===== config.mk =====
export PLATFORM = sky130hd
export DESIGN_NAME = gpio_edge_ctrl
export DESIGN_NICKNAME = d
export VERILOG_FILES = /design/src/rtl/gpio_pkg.sv /design/src/rtl/gpio_addr_dec.sv /design/src/rtl/gpio_pin_sense.sv /design/src/rtl/gpio_regs.sv /design/src/rtl/gpio_rd_port.sv /design/src/rtl/gpio_edge_ctrl.sv
export SDC_FILE = /design/constraint.sdc
export NUM_CORES = 1
export LEC_CHECK = 0
export BUFFER_PORTS_ARGS = -buffer_cell sky130_fd_sc_hd__buf_2
export CAP_MARGIN = 5
export CORE_MARGIN = 2
export CORE_UTILIZATION = 31
export CTS_CLUSTER_DIAMETER = 100
export DETAILED_ROUTE_END_ITERATION = 10
export GPL_TIMING_DRIVEN = 0
export HOLD_SLACK_MARGIN = 0.12
export PLACE_DENSITY = 0.59
export SLEW_MARGIN = 20
export SYNTH_ARGS = -nofsm -noshare
export SYNTH_HDL_FRONTEND = slang
export SYNTH_HIERARCHICAL = 1
export SYNTH_SLANG_ARGS = --single-unit

===== constraint.sdc =====
create_clock -name clk -period 2.64 [get_ports clk]
set_input_delay 0.396 -clock clk [delete_from_list [all_inputs] [get_ports clk]]
set_output_delay 0.396 -clock clk [all_outputs]
set_load 0.01 [all_outputs]

===== src/rtl/gpio_pkg.sv =====
package gpio_pkg;

  localparam logic [31:0] OFF_DIR = 32'h00;
  localparam logic [31:0] OFF_ODR = 32'h04;
  localparam logic [31:0] OFF_DAT = 32'h08;
  localparam logic [31:0] OFF_EVT = 32'h0C;
  localparam logic [31:0] OFF_MSK = 32'h10;
  localparam logic [31:0] OFF_CTL = 32'h14;

  typedef enum logic [2:0] {
    SEL_DIR,
    SEL_ODR,
    SEL_DAT,
    SEL_EVT,
    SEL_MSK,
    SEL_CTL,
    SEL_NONE
  } reg_sel_e;

endpackage


===== src/rtl/gpio_addr_dec.sv =====
module gpio_addr_dec
  import gpio_pkg::*;
#(
  parameter int AW = 8
) (
  input  logic [AW-1:0] addr,
  input  logic          word,
  output reg_sel_e      sel
);

  logic [31:0] addr_ext;

  assign addr_ext = 32'(addr);

  // Partial-width accesses decode to nothing, just like unmapped offsets.
  always_comb begin
    sel = SEL_NONE;
    if (word) begin
      case (addr_ext)
        OFF_DIR: sel = SEL_DIR;
        OFF_ODR: sel = SEL_ODR;
        OFF_DAT: sel = SEL_DAT;
        OFF_EVT: sel = SEL_EVT;
        OFF_MSK: sel = SEL_MSK;
        OFF_CTL: sel = SEL_CTL;
        default: sel = SEL_NONE;
      endcase
    end
  end

endmodule


===== src/rtl/gpio_pin_sense.sv =====
module gpio_pin_sense #(
  parameter int NP = 32
) (
  input  logic          clk,
  input  logic          rst_n,
  input  logic [NP-1:0] pin_in,  // index = pin number
  input  logic [NP-1:0] dir_q,   // register order
  input  logic [NP-1:0] ctl_q,   // register order
  output logic [NP-1:0] smp_q,   // register order
  output logic [NP-1:0] ev_set,
  output logic [NP-1:0] dat_ld
);

  logic [NP-1:0] prev_q;

  for (genvar b = 0; b < NP; b++) begin : g_bit
    localparam int PIN = NP - 1 - b;
    logic chg;
    logic fall;
    logic is_in;

    always_ff @(posedge clk or negedge rst_n) begin
      if (!rst_n) begin
        smp_q[b]  <= 1'b0;
        prev_q[b] <= 1'b0;
      end else begin
        smp_q[b]  <= pin_in[PIN];
        prev_q[b] <= smp_q[b];
      end
    end

    assign chg   = smp_q[b] ^ prev_q[b];
    assign fall  = prev_q[b] & ~smp_q[b];
    assign is_in = ~dir_q[b];

    assign ev_set[b] = is_in & (ctl_q[b] ? fall : chg);
    assign dat_ld[b] = is_in & chg;
  end

endmodule


===== src/rtl/gpio_regs.sv =====
module gpio_regs
  import gpio_pkg::*;
#(
  parameter int NP = 32
) (
  input  logic          clk,
  input  logic          rst_n,
  input  logic          wr_en,
  input  reg_sel_e      sel,
  input  logic [NP-1:0] wdata,
  input  logic [NP-1:0] ev_set,
  input  logic [NP-1:0] dat_ld,
  input  logic [NP-1:0] smp_q,
  output logic [NP-1:0] dir_q,
  output logic [NP-1:0] odr_q,
  output logic [NP-1:0] dat_q,
  output logic [NP-1:0] evt_q,
  output logic [NP-1:0] msk_q,
  output logic [NP-1:0] ctl_q,
  output logic [NP-1:0] drv_q
);

  logic          dat_wr;
  logic [NP-1:0] evt_clr;
  logic [NP-1:0] dat_nxt;
  logic [NP-1:0] evt_nxt;
  logic [NP-1:0] drv_nxt;

  always_comb begin
    dat_wr  = wr_en && (sel == SEL_DAT);
    evt_clr = (wr_en && (sel == SEL_EVT)) ? wdata : '0;

    // A sampled input level overrides a software write to the same bit.
    dat_nxt = dat_wr ? wdata : dat_q;
    dat_nxt = (dat_nxt & ~dat_ld) | (smp_q & dat_ld);

    // A hardware event set takes priority over a clear at the same edge.
    evt_nxt = (evt_q & ~evt_clr) | ev_set;

    // Drive levels move only on a data write, and only for output bits.
    drv_nxt = dat_wr ? ((drv_q & ~dir_q) | (wdata & dir_q)) : drv_q;
  end

  always_ff @(posedge clk or negedge rst_n) begin
    if (!rst_n) begin
      dir_q <= '0;
      odr_q <= '0;
      msk_q <= '0;
      ctl_q <= '0;
    end else if (wr_en) begin
      if (sel == SEL_DIR) dir_q <= wdata;
      if (sel == SEL_ODR) odr_q <= wdata;
      if (sel == SEL_MSK) msk_q <= wdata;
      if (sel == SEL_CTL) ctl_q <= wdata;
    end
  end

  always_ff @(posedge clk or negedge rst_n) begin
    if (!rst_n) begin
      dat_q <= '0;
      evt_q <= '0;
      drv_q <= '0;
    end else begin
      dat_q <= dat_nxt;
      evt_q <= evt_nxt;
      drv_q <= drv_nxt;
    end
  end

endmodule


===== src/rtl/gpio_rd_port.sv =====
module gpio_rd_port
  import gpio_pkg::*;
#(
  parameter int NP = 32
) (
  input  logic          clk,
  input  logic          rst_n,
  input  logic          rd_en,
  input  reg_sel_e      sel,
  input  logic [NP-1:0] dir_q,
  input  logic [NP-1:0] odr_q,
  input  logic [NP-1:0] dat_q,
  input  logic [NP-1:0] evt_q,
  input  logic [NP-1:0] msk_q,
  input  logic [NP-1:0] ctl_q,
  output logic [NP-1:0] rdata_q
);

  logic [NP-1:0] rd_mux;

  always_comb begin
    case (sel)
      SEL_DIR: rd_mux = dir_q;
      SEL_ODR: rd_mux = odr_q;
      SEL_DAT: rd_mux = dat_q;
      SEL_EVT: rd_mux = evt_q;
      SEL_MSK: rd_mux = msk_q;
      SEL_CTL: rd_mux = ctl_q;
      default: rd_mux = '0;
    endcase
  end

  always_ff @(posedge clk or negedge rst_n) begin
    if (!rst_n)     rdata_q <= '0;
    else if (rd_en) rdata_q <= rd_mux;
  end

endmodule


===== src/rtl/gpio_edge_ctrl.sv =====
module gpio_edge_ctrl
  import gpio_pkg::*;
#(
  parameter int NP = 32,
  parameter int AW = 8
) (
  input  logic          clk,
  input  logic          rst_n,
  input  logic [AW-1:0] bus_addr,
  input  logic          bus_word,
  input  logic          bus_wr,
  input  logic          bus_rd,
  input  logic [NP-1:0] bus_wdata,
  output logic [NP-1:0] bus_rdata,
  input  logic [NP-1:0] pin_in,
  output logic [NP-1:0] pin_out,
  output logic [NP-1:0] pin_oe,
  output logic [NP-1:0] pin_od,
  output logic          irq
);

  reg_sel_e      sel;
  logic [NP-1:0] dir_q, odr_q, dat_q, evt_q, msk_q, ctl_q, drv_q;
  logic [NP-1:0] smp_q, ev_set, dat_ld;

  gpio_addr_dec #(.AW(AW)) u_dec (
    .addr (bus_addr),
    .word (bus_word),
    .sel  (sel)
  );

  gpio_pin_sense #(.NP(NP)) u_sense (
    .clk    (clk),
    .rst_n  (rst_n),
    .pin_in (pin_in),
    .dir_q  (dir_q),
    .ctl_q  (ctl_q),
    .smp_q  (smp_q),
    .ev_set (ev_set),
    .dat_ld (dat_ld)
  );

  gpio_regs #(.NP(NP)) u_regs (
    .clk    (clk),
    .rst_n  (rst_n),
    .wr_en  (bus_wr),
    .sel    (sel),
    .wdata  (bus_wdata),
    .ev_set (ev_set),
    .dat_ld (dat_ld),
    .smp_q  (smp_q),
    .dir_q  (dir_q),
    .odr_q  (odr_q),
    .dat_q  (dat_q),
    .evt_q  (evt_q),
    .msk_q  (msk_q),
    .ctl_q  (ctl_q),
    .drv_q  (drv_q)
  );

  gpio_rd_port #(.NP(NP)) u_rd (
    .clk     (clk),
    .rst_n   (rst_n),
    .rd_en   (bus_rd),
    .sel     (sel),
    .dir_q   (dir_q),
    .odr_q   (odr_q),
    .dat_q   (dat_q),
    .evt_q   (evt_q),
    .msk_q   (msk_q),
    .ctl_q   (ctl_q),
    .rdata_q (bus_rdata)
  );

  // Register bit NP-1-n belongs to pin n.
  for (genvar n = 0; n < NP; n++) begin : g_pin
    assign pin_out[n] = drv_q[NP-1-n];
    assign pin_oe[n]  = dir_q[NP-1-n];
    assign pin_od[n]  = odr_q[NP-1-n];
  end

  assign irq = |(evt_q & msk_q);

endmodule


### Word level (Yosys, flattened, before mapping)

Index checks and enable logic that the tools add are counted.
W data, S select, Z words.

| storage, ports and cells | value |
|---|---|
| bits of input ports | 77 |
| logic and storage cells | 332 |
| flip-flop bits (word level) | 320 |

| cells by class | value |
|---|---|
| eq/ne operators | 10 |
| muxes and demuxes | 37 |
| reductions and logical operators | 9 |
| bitwise logic cells | 204 |

Operators with widths:

| operator | number |
|---|---|
| $and A32 B32 Y32 | 6 |
| $pmux W32 S6 | 1 |
| $and A1 B1 Y1 | 96 |
| $not A32 Y32 | 3 |
| $or A32 B32 Y32 | 3 |
| $mux W32 | 2 |
| $not A1 Y1 | 64 |
| $logic_not A32 Y1 | 1 |
| $mux W1 | 32 |
| $reduce_or A32 Y1 | 1 |
| $xor A1 B1 Y1 | 32 |
| $pmux W3 S6 | 1 |
| $eq A8 B4 Y1 const B | 2 |
| $eq A8 B5 Y1 const B | 2 |
| $eq A8 B3 Y1 const B | 1 |
| $reduce_and A2 Y1 | 4 |
| $eq A3 B2 Y1 const B | 2 |
| $eq A3 B3 Y1 const B | 2 |
| $eq A3 B1 Y1 const B | 1 |
| $logic_not A3 Y1 | 1 |
| $mux W3 | 1 |
| $logic_and A1 B1 Y1 | 2 |

### Longest topological paths before layout

Gate-level depths: netlist of run 1.

| logic depth | value |
|---|---|
| depth after elaboration | 9 |
| depth in mapped cells | 9 |

### Hierarchy

The synthesis of run 1 kept the hierarchy.

By module, submodules not included:

| module | times used | cells an instance | area an instance (um^2) |
|---|---|---|---|
| gpio_regs | 1 | 607 | 8732.1 |
| gpio_pin_sense | 1 | 256 | 2842.7 |
| gpio_rd_port | 1 | 297 | 2728.9 |
| gpio_edge_ctrl | 1 | 21 | 157.7 |
| gpio_addr_dec | 1 | 6 | 55.1 |

### Worst setup path after synthesis of run 1

OpenSTA, ideal clock, no wires.

| timing | value |
|---|---|
| path type | input to register |
| from | in bus_addr[5] |
| to | reg u_rd.rdata_q[25] |
| required time | 2.519 ns |
| slack | 0.431 ns |
| buffers on the path | 1 |
| library setup time | 0.121 ns |
| cell stages on the path | 6 |
| arrival | 2.087 ns |
| cell sequence | nor4b_4 and4_1 buf_6 mux4_1 nor2b_1 o22a_1 |

| on the way | value |
|---|---|
| word-level cells in the longest chain between the ends | 5 |
| elaborated cells on any way between the ends | 15 |

RTL lines:

| item | line | RTL |
|---|---|---|
| from (decl) | gpio_edge_ctrl.sv:9 | `input logic [AW-1:0] bus_addr,` |
| $logic_not A32 Y1, or another cell as far along | gpio_addr_dec.sv:19 | `case (addr_ext)` |
| $pmux W3 S6 * | gpio_addr_dec.sv:19 |  |
| $mux W3 * | gpio_addr_dec.sv:18 | `if (word) begin` |
| named net sel[0] | gpio_edge_ctrl.sv:22 | `reg_sel_e sel;` |
| $eq A3 B3 Y1, or another cell as far along | gpio_rd_port.sv:22 | `case (sel)` |
| $pmux W32 S6 * | gpio_rd_port.sv:22 |  |
| to (signal assigned) | gpio_rd_port.sv:35 | `else if (rd_en) rdata_q <= rd_mux;` |
| to (decl) | gpio_rd_port.sv:16 | `output logic [NP-1:0] rdata_q` |

The timed path passes the listed nets; every way through them passes the cells marked *.
A chain may end at the register's enable or synchronous reset.

### Worst setup path after layout of run 1

| timing | value |
|---|---|
| from | reg u_regs.evt_q[17] |
| to | out irq |

| on the way | value |
|---|---|
| word-level cells in the longest chain between the ends | 2 |

RTL lines:

| item | line | RTL |
|---|---|---|
| from (decl) | gpio_regs.sv:17 | `output logic [NP-1:0] evt_q,` |
| from (signal assigned) | gpio_regs.sv:65 | `evt_q <= evt_nxt;` |
| $and A32 B32 Y32 | gpio_edge_ctrl.sv:82 | `assign irq = \|(evt_q & msk_q);` |
| $reduce_or A32 Y1 | gpio_edge_ctrl.sv:82 |  |
| to (decl) | gpio_edge_ctrl.sv:19 | `output logic irq` |

No other way between the ends.

==> impl_metrics.yaml, run 1 <==
run_status:
  status: "finished, final reports clean"
global_routing:
  grt_pass1_vias: 10900
  grt_overflow_total: 0
  grt_max_degree: 96
  grt_first_pass_wirelength_um: 69300
  use_met3: 0.0548
  track_usage: 0.195
  antenna_found_initial: 4
  grt_util_met1: 0.257
  met2_usage: 0.310
  grt_most_used_layer: "met2"
power_and_ir_drop:
  p_switching_mw: 2.70
  p_leak_nw: 8.50
  power_frac_seq: 0.470
  swShare: 0.242
  intPower_mw: 8.47
  pwr-share-comb: 0.079
  vdd_drop_max_mv: 0.389
  p_clk_frac: 0.451
  power_density_mw_per_mm2: 624
die:
  start_util: 0.313
  die_w_um: 220
  io_pins: 206
  chipHeight_um: 220
  row_count: 79
  dieArea_sq_mm: 0.0486
  fp.coreArea_sq_mm: 0.0464
logic_synthesis:
  ys_warn_count: 6
  synth.avg_cell_area_sq_um: 12.2
  ys_seq_area_frac: 0.552
  synth-seq-cells: 320
  synth-main-ff-cell: "dfrtp_1"
  syn_inst: 1187
  syn_area_sq_mm: 0.0145
  synth.distinct_cells: 44
  synth_top_area_cell: "dfrtp_1"
  yosys-top-cells-area: "dfrtp_1 55%, mux2_2 10%, mux2i_1 5.2%"
  async_flop_share: 1.00
  syn_nets: 1296
  synth_top_cell_area_share: 0.552
  synth_edf_count: 0
clocking:
  numCtsBuffers: 38
  root_buffer: "clkbuf_16"
  postCtsSetupBuffers: 0
  worstSkewPairLatency_ns: 0.55
  cts_tree: "done"
  htree_levels: 2
  cts.sinks: 320
  cts_max_path_buffers: 3
  path_clk_slew_ns: 0.06
worst_setup_path:
  cp_cell_sequence: "a22oi_2, nand4_1, or4_4, buf_2"
  crit_family: "simple AND/OR/NAND/NOR gates"
  arrival_ns: 2.17
  path_class: "reg2out"
  slowest_delay_ns: 0.55
  worst_path_max_delay_cell: "or4_4"
  required_ns: 2.24
  crit_fanout: 3
  start_kind: "register"
  end_kind: "output port"
  cp_num_buf_inv: 1
sta:
  skew_ns: 0.0174
  fin_crit_ns: 2.57
  hold_ws_ns: 0.167
  hold_viol_final: 0
  grt_setup_unrepaired: "no"
  drv_slew: 0
  final.period_utilization: 0.973
  fmax_mhz: 389
  tightestPinTransition_ns: 0.865
  finalSetupViolCount: 0
  slew_headroom: 0.423
finish:
  fin_nets: 1576
  final_cells: 2095
  mostFrequentLayoutCell: "dfrtp_1"
  fillers: 4542
  drive_gt1_frac: 0.322
  area_growth_pct: 23.4
  final_area_sq_mm: 0.0179
  layout_common_cells: "320 x dfrtp_1, 225 x buf_2, 134 x nand2_1, 130 x mux2_2, 76 x mux2i_1"
  antennaDiodeCount: 0
placed_design:
  gp_congestion: 0.835
  postPlaceCellArea_sq_mm: 0.0164
  port_buffers: 204
  hpwl_um: 32600
  dp.cells: 2001
drt:
  drc: 0
  wl_per_cell_um: 22.3
  dr.pass1.iters: 5
  wl_um: 46800
  viasPerCell: 5.04
  final_antenna_net_count: 0
  num_vias: 10600
  drtIter0Drc: 589
hold_path:
  min_path_type: "in2reg"
run:
  drv_cap: 0
[cell families (layout without fill, tap and decap cells)]
group,after synthesis,in the layout,synth area share
buf+inv,89,390,0.0337
mux,249,249,0.194
simple gates,274,274,0.0880
compound gates,223,223,0.105
fa+ha+maj,32,32,0.0276
flops,320,320,0.552
[layer usage]
layer	wire, um	vias up	part of all wire
met3	3780	87	0.081
met4	1320	6	0.028
met5	40	-	0.00085
met1	20300	5357	0.43
met2	21400	326	0.46
li1	-	4785	-
[power by group through the flow]
| stage | Sequential, mW | Clock (mW) | Combinational [mW] |
|---|---|---|---|
| 3_5_place_dp | 5.33 | 0 | 0.844 |
| 3_3_place_gp | 5.33 | 0 | 0.804 |
| 6_report | 5.25 | 5.04 | 0.880 |
| 5_1_grt | 5.27 | 5.40 | 0.992 |
| 2_1_floorplan | 5.30 | 0 | 0.422 |
| 4_1_cts | 5.25 | 5.19 | 0.888 |
[synthesized netlist by cell type, drive strengths merged (32+ instances only)]
cell type	number
ha	32
mux2i	76
or2	33
nand2	134
buf	39
mux2	164
o21ai	55
a21o	32
nor2	71
dfrtp	320
inv	34
a21oi	61
[metrics by stage]
step                      TNS [ns]  power [mW]  setup slack [ns]   util
after CTS                        0        11.3            0.0102  0.386
final                            0        11.2            0.0704  0.386
after floorplan                  0        5.72             0.431      -
after global placement    -1710.81        6.13             -5.38  0.352
after detailed placement     -7.37        6.17            -0.275  0.354
after global routing             0        11.7            0.0355  0.386
[path summary, 6_finish.rpt]
kind	startpoint	end	slack, ns	cells past startpoint
min	bus_wdata[7]	register	0.17	2
max in group asynchronous	rst_n	u_regs/odr_q[30]$_DFFE_PN0P_	0.94	4
max	u_regs/evt_q[17]$_DFF_PN0_	irq	0.07	4
max reg2reg	u_sense/smp_q[31]$_DFF_PN0_	u_regs/evt_q[31]$_DFF_PN0_	1.23	5
min reg2reg	u_sense/smp_q[26]$_DFF_PN0_	u_sense/prev_q[26]$_DFF_PN0_	0.40	0
min in group asynchronous	rst_n	asynchronous set/reset pin	0.38	2
[area by class of cell]
cell class | instances | area (sq um) | share of cell area
plain buffers | 55 | 362 | 0.0202
clock buffers | 55 | 1110 | 0.0618
clock inverters | 6 | 63.8 | 0.00356
inverters | 34 | 128 | 0.00713
multi-input cells | 778 | 6040 | 0.337
flip-flops and latches | 320 | 8010 | 0.447
well taps | 607 | 759 | 0.0424
repair buffers | 240 | 1440 | 0.0806
[what timing repair did]
action | in CTS | in global routing
hold endpoints to repair | 87 | 0
hold buffers | 33 | 0
setup endpoints to repair | 1 | 1
resized for setup | 3 | 1
cloned | 0 | 0
(Power assumes the default switching activity.)
==> run 2, diff against run 1 <==
CTS_BUF_LIST = sky130_fd_sc_hd__clkbuf_2 sky130_fd_sc_hd__clkbuf_4 sky130_fd_sc_hd__clkbuf_8   (was not set)
==> run 2 against run 1 <==
- the run now ends with setup timing left
- combinational power up 5.1%
- via count up 3.2%
- maximum frequency down 3.2%
- flip-flop and latch count unchanged
- sequential power about the same
- sequential share of layout area down 1.3 points
- register-to-register slack about the same
- worst hold slack better by 0.093 ns
- critical path type unchanged
==> impl_metrics.yaml, run 2 (synthesis gave the netlist of run 1 again) <==
drt:
  drc: 0
  final_antenna_net_count: 0
  wl_per_cell_um: 21.8
  wl_um: 47400
  drtIter0Drc: 649
  viasPerCell: 5.01
  dr.pass1.iters: 5
  num_vias: 10900
sta:
  hold_viol_final: 0
  grt_setup_unrepaired: "yes"
  finalSetupViolCount: 1
  tightestPinTransition_ns: 0.870
  slew_headroom: 0.420
  fmax_mhz: 377
  final.period_utilization: 1.01
  fin_crit_ns: 2.65
  skew_ns: 0.0154
  worst_slack_ns: -0.0141
  drv_slew: 0
global_routing:
  track_usage: 0.197
  grt_first_pass_wirelength_um: 70400
  grt_overflow_total: 0
  grt_max_degree: 96
  grt_pass1_vias: 11200
  antenna_found_initial: 5
worst_setup_path:
  arrival_ns: 2.26
  end_kind: "output port"
  endpoint: "irq"
  r2r-start: "u_regs/dir_q[0]$_DFFE_PN0P_"
  critPathLaunch: "u_regs/evt_q[17]$_DFF_PN0_"
  worst_path_max_delay_cell: "or4_4"
  path_class: "reg2out"
  r2r_cells: 3
  cp_cell_sequence: "a22oi_2, nand4_1, or4_4, buf_6"
  start_kind: "register"
  reg2reg_slack_ns: 1.23
  r2r-end: "u_rd/rdata_q[0]$_DFFE_PN0P_"
  required_ns: 2.24
  crit_fanout: 3
  slowest_delay_ns: 0.57
placed_design:
  gp_congestion: 0.835
  hpwl_um: 32600
  port_buffers: 204
  post-place-ws_ns: -0.275
die:
  dieArea_sq_mm: 0.0486
  start_util: 0.313
  row_count: 79
  fp.coreArea_sq_mm: 0.0464
  chipHeight_um: 220
  io_pins: 206
  die_w_um: 220
hold_path:
  min_path_type: "in2async"
power_and_ir_drop:
  vdd_drop_max_mv: 0.348
  p_leak_nw: 8.79
  power_density_mw_per_mm2: 626
  design_power_total_mw: 11.5
run_status:
  violations: "setup timing"
  status: "complete, but fails checks"
finish:
  fin_nets: 1629
  layout_common_cells: "320 x dfrtp_1, 224 x buf_2, 134 x nand2_1, 130 x mux2_2"
  fin_util: 0.398
  area_growth_pct: 27.0
  fillers: 4520
  drive_gt1_frac: 0.344
  mostFrequentLayoutCell: "dfrtp_1"
clocking:
  htree_levels: 2
  root_buffer: "clkbuf_8"
  path_clk_slew_ns: 0.06
  worstSkewPairLatency_ns: 0.64
  cts_max_path_buffers: 3
  cts_tree: "done"
  cts.sinks: 320
  numCtsBuffers: 59
  postCtsSetupBuffers: 0
run:
  drv_cap: 0
-- run 2: changes by cell type in the layout (fill, tap and decap cells not counted), moves of 2 or more --
| cell | before | now |
|---|---|---|
| clkbuf_8 | 7 | 76 |
| clkbuf_16 | 39 | 0 |
| a22oi_2 | 4 | 8 |
| bufinv_16 | 1 | 4 |
| dlygate4sd3_1 | 33 | 65 |
| clkbuf_4 | 0 | 16 |
| clkinv_2 | 2 | 12 |
| a22oi_1 | 20 | 16 |
| clkbuf_1 | 25 | 16 |
| clkinvlp_4 | 2 | 0 |
-- run 2: area by class of cell --
| cell class | count | area [sq um] | area share |
|---|---|---|---|
| clock inverter | 16 | 180 | 0.00977 |
| sequential | 320 | 8010 | 0.434 |
| multi-input combinational | 778 | 6060 | 0.329 |
| timing repair buffer | 272 | 1770 | 0.0960 |
| antenna | 1 | 2.50 | 0.000136 |
| inverter | 34 | 128 | 0.00692 |
| tap | 607 | 759 | 0.0412 |
| clock buffer | 92 | 1170 | 0.0633 |
| buffer | 55 | 362 | 0.0196 |
-- run 2: power by group --
group | internal, mW | switching [mW]
logic | 0.418 | 0.508
registers | 5.11 | 0.144
clock network | 3.19 | 2.17
-- run 2: worst min-delay path by stage --
| stage | to | start | cells past startpoint |
|---|---|---|---|
| 2_1_floorplan | u_rd/rdata_q[0]$_DFFE_PN0P_ | rst_n | 0 |
| 3_3_place_gp | u_sense/prev_q[15]$_DFF_PN0_ | u_sense/smp_q[15]$_DFF_PN0_ | 0 |
| 3_5_place_dp | asynchronous set/reset pin | rst_n | 1 |
| 4_1_cts | u_rd/rdata_q[25]$_DFFE_PN0P_ | bus_rd | 3 |
| 5_1_grt | u_regs/dir_q[31]$_DFFE_PN0P_ | bus_wr | 3 |
| 6_report | asynchronous set/reset pin | rst_n | 2 |
-- run 2: metal layers --
metal / vias to the layer above / routed length [um] / track usage
met1: 5511 / 20500 / 0.262
met3: 93 / 3820 / 0.0559
li1: 4904 / - / -
met4: 4 / 1270 / 0.0624
met5: - / 27 / 0
met2: 391 / 21700 / 0.312
-- run 2: timing repair --
action / 4_1_cts / 5_1_grt
setup endpoints to repair: 1 / 1
hold buffers: 65 / 0
endpoints found under the hold margin: 292 / 0
pin swaps: 0 / 0
resized for setup: 8 / 1
-- run 2: stage by stage --
step	cell area [sq um]	setup TNS, ns	hold slack [ns]	std cells
after floorplan	14500	0	0.100	1187
after global placement	16300	-1710.81	0.387	1998
after detailed placement	16400	-7.37	0.350	2001
after CTS	18400	-0.000221	0.210	2174
after global routing	18400	-0.0578	0.258	2175
final	18400	-0.0141	0.260	2175
-- run 2: critical path, delay by kind of cell, from the launching register on --
family,cells,cell delay [ns]
flops,1,0.41
buf+inv,1,0.15
simple gates,2,0.75
compound gates,1,0.31
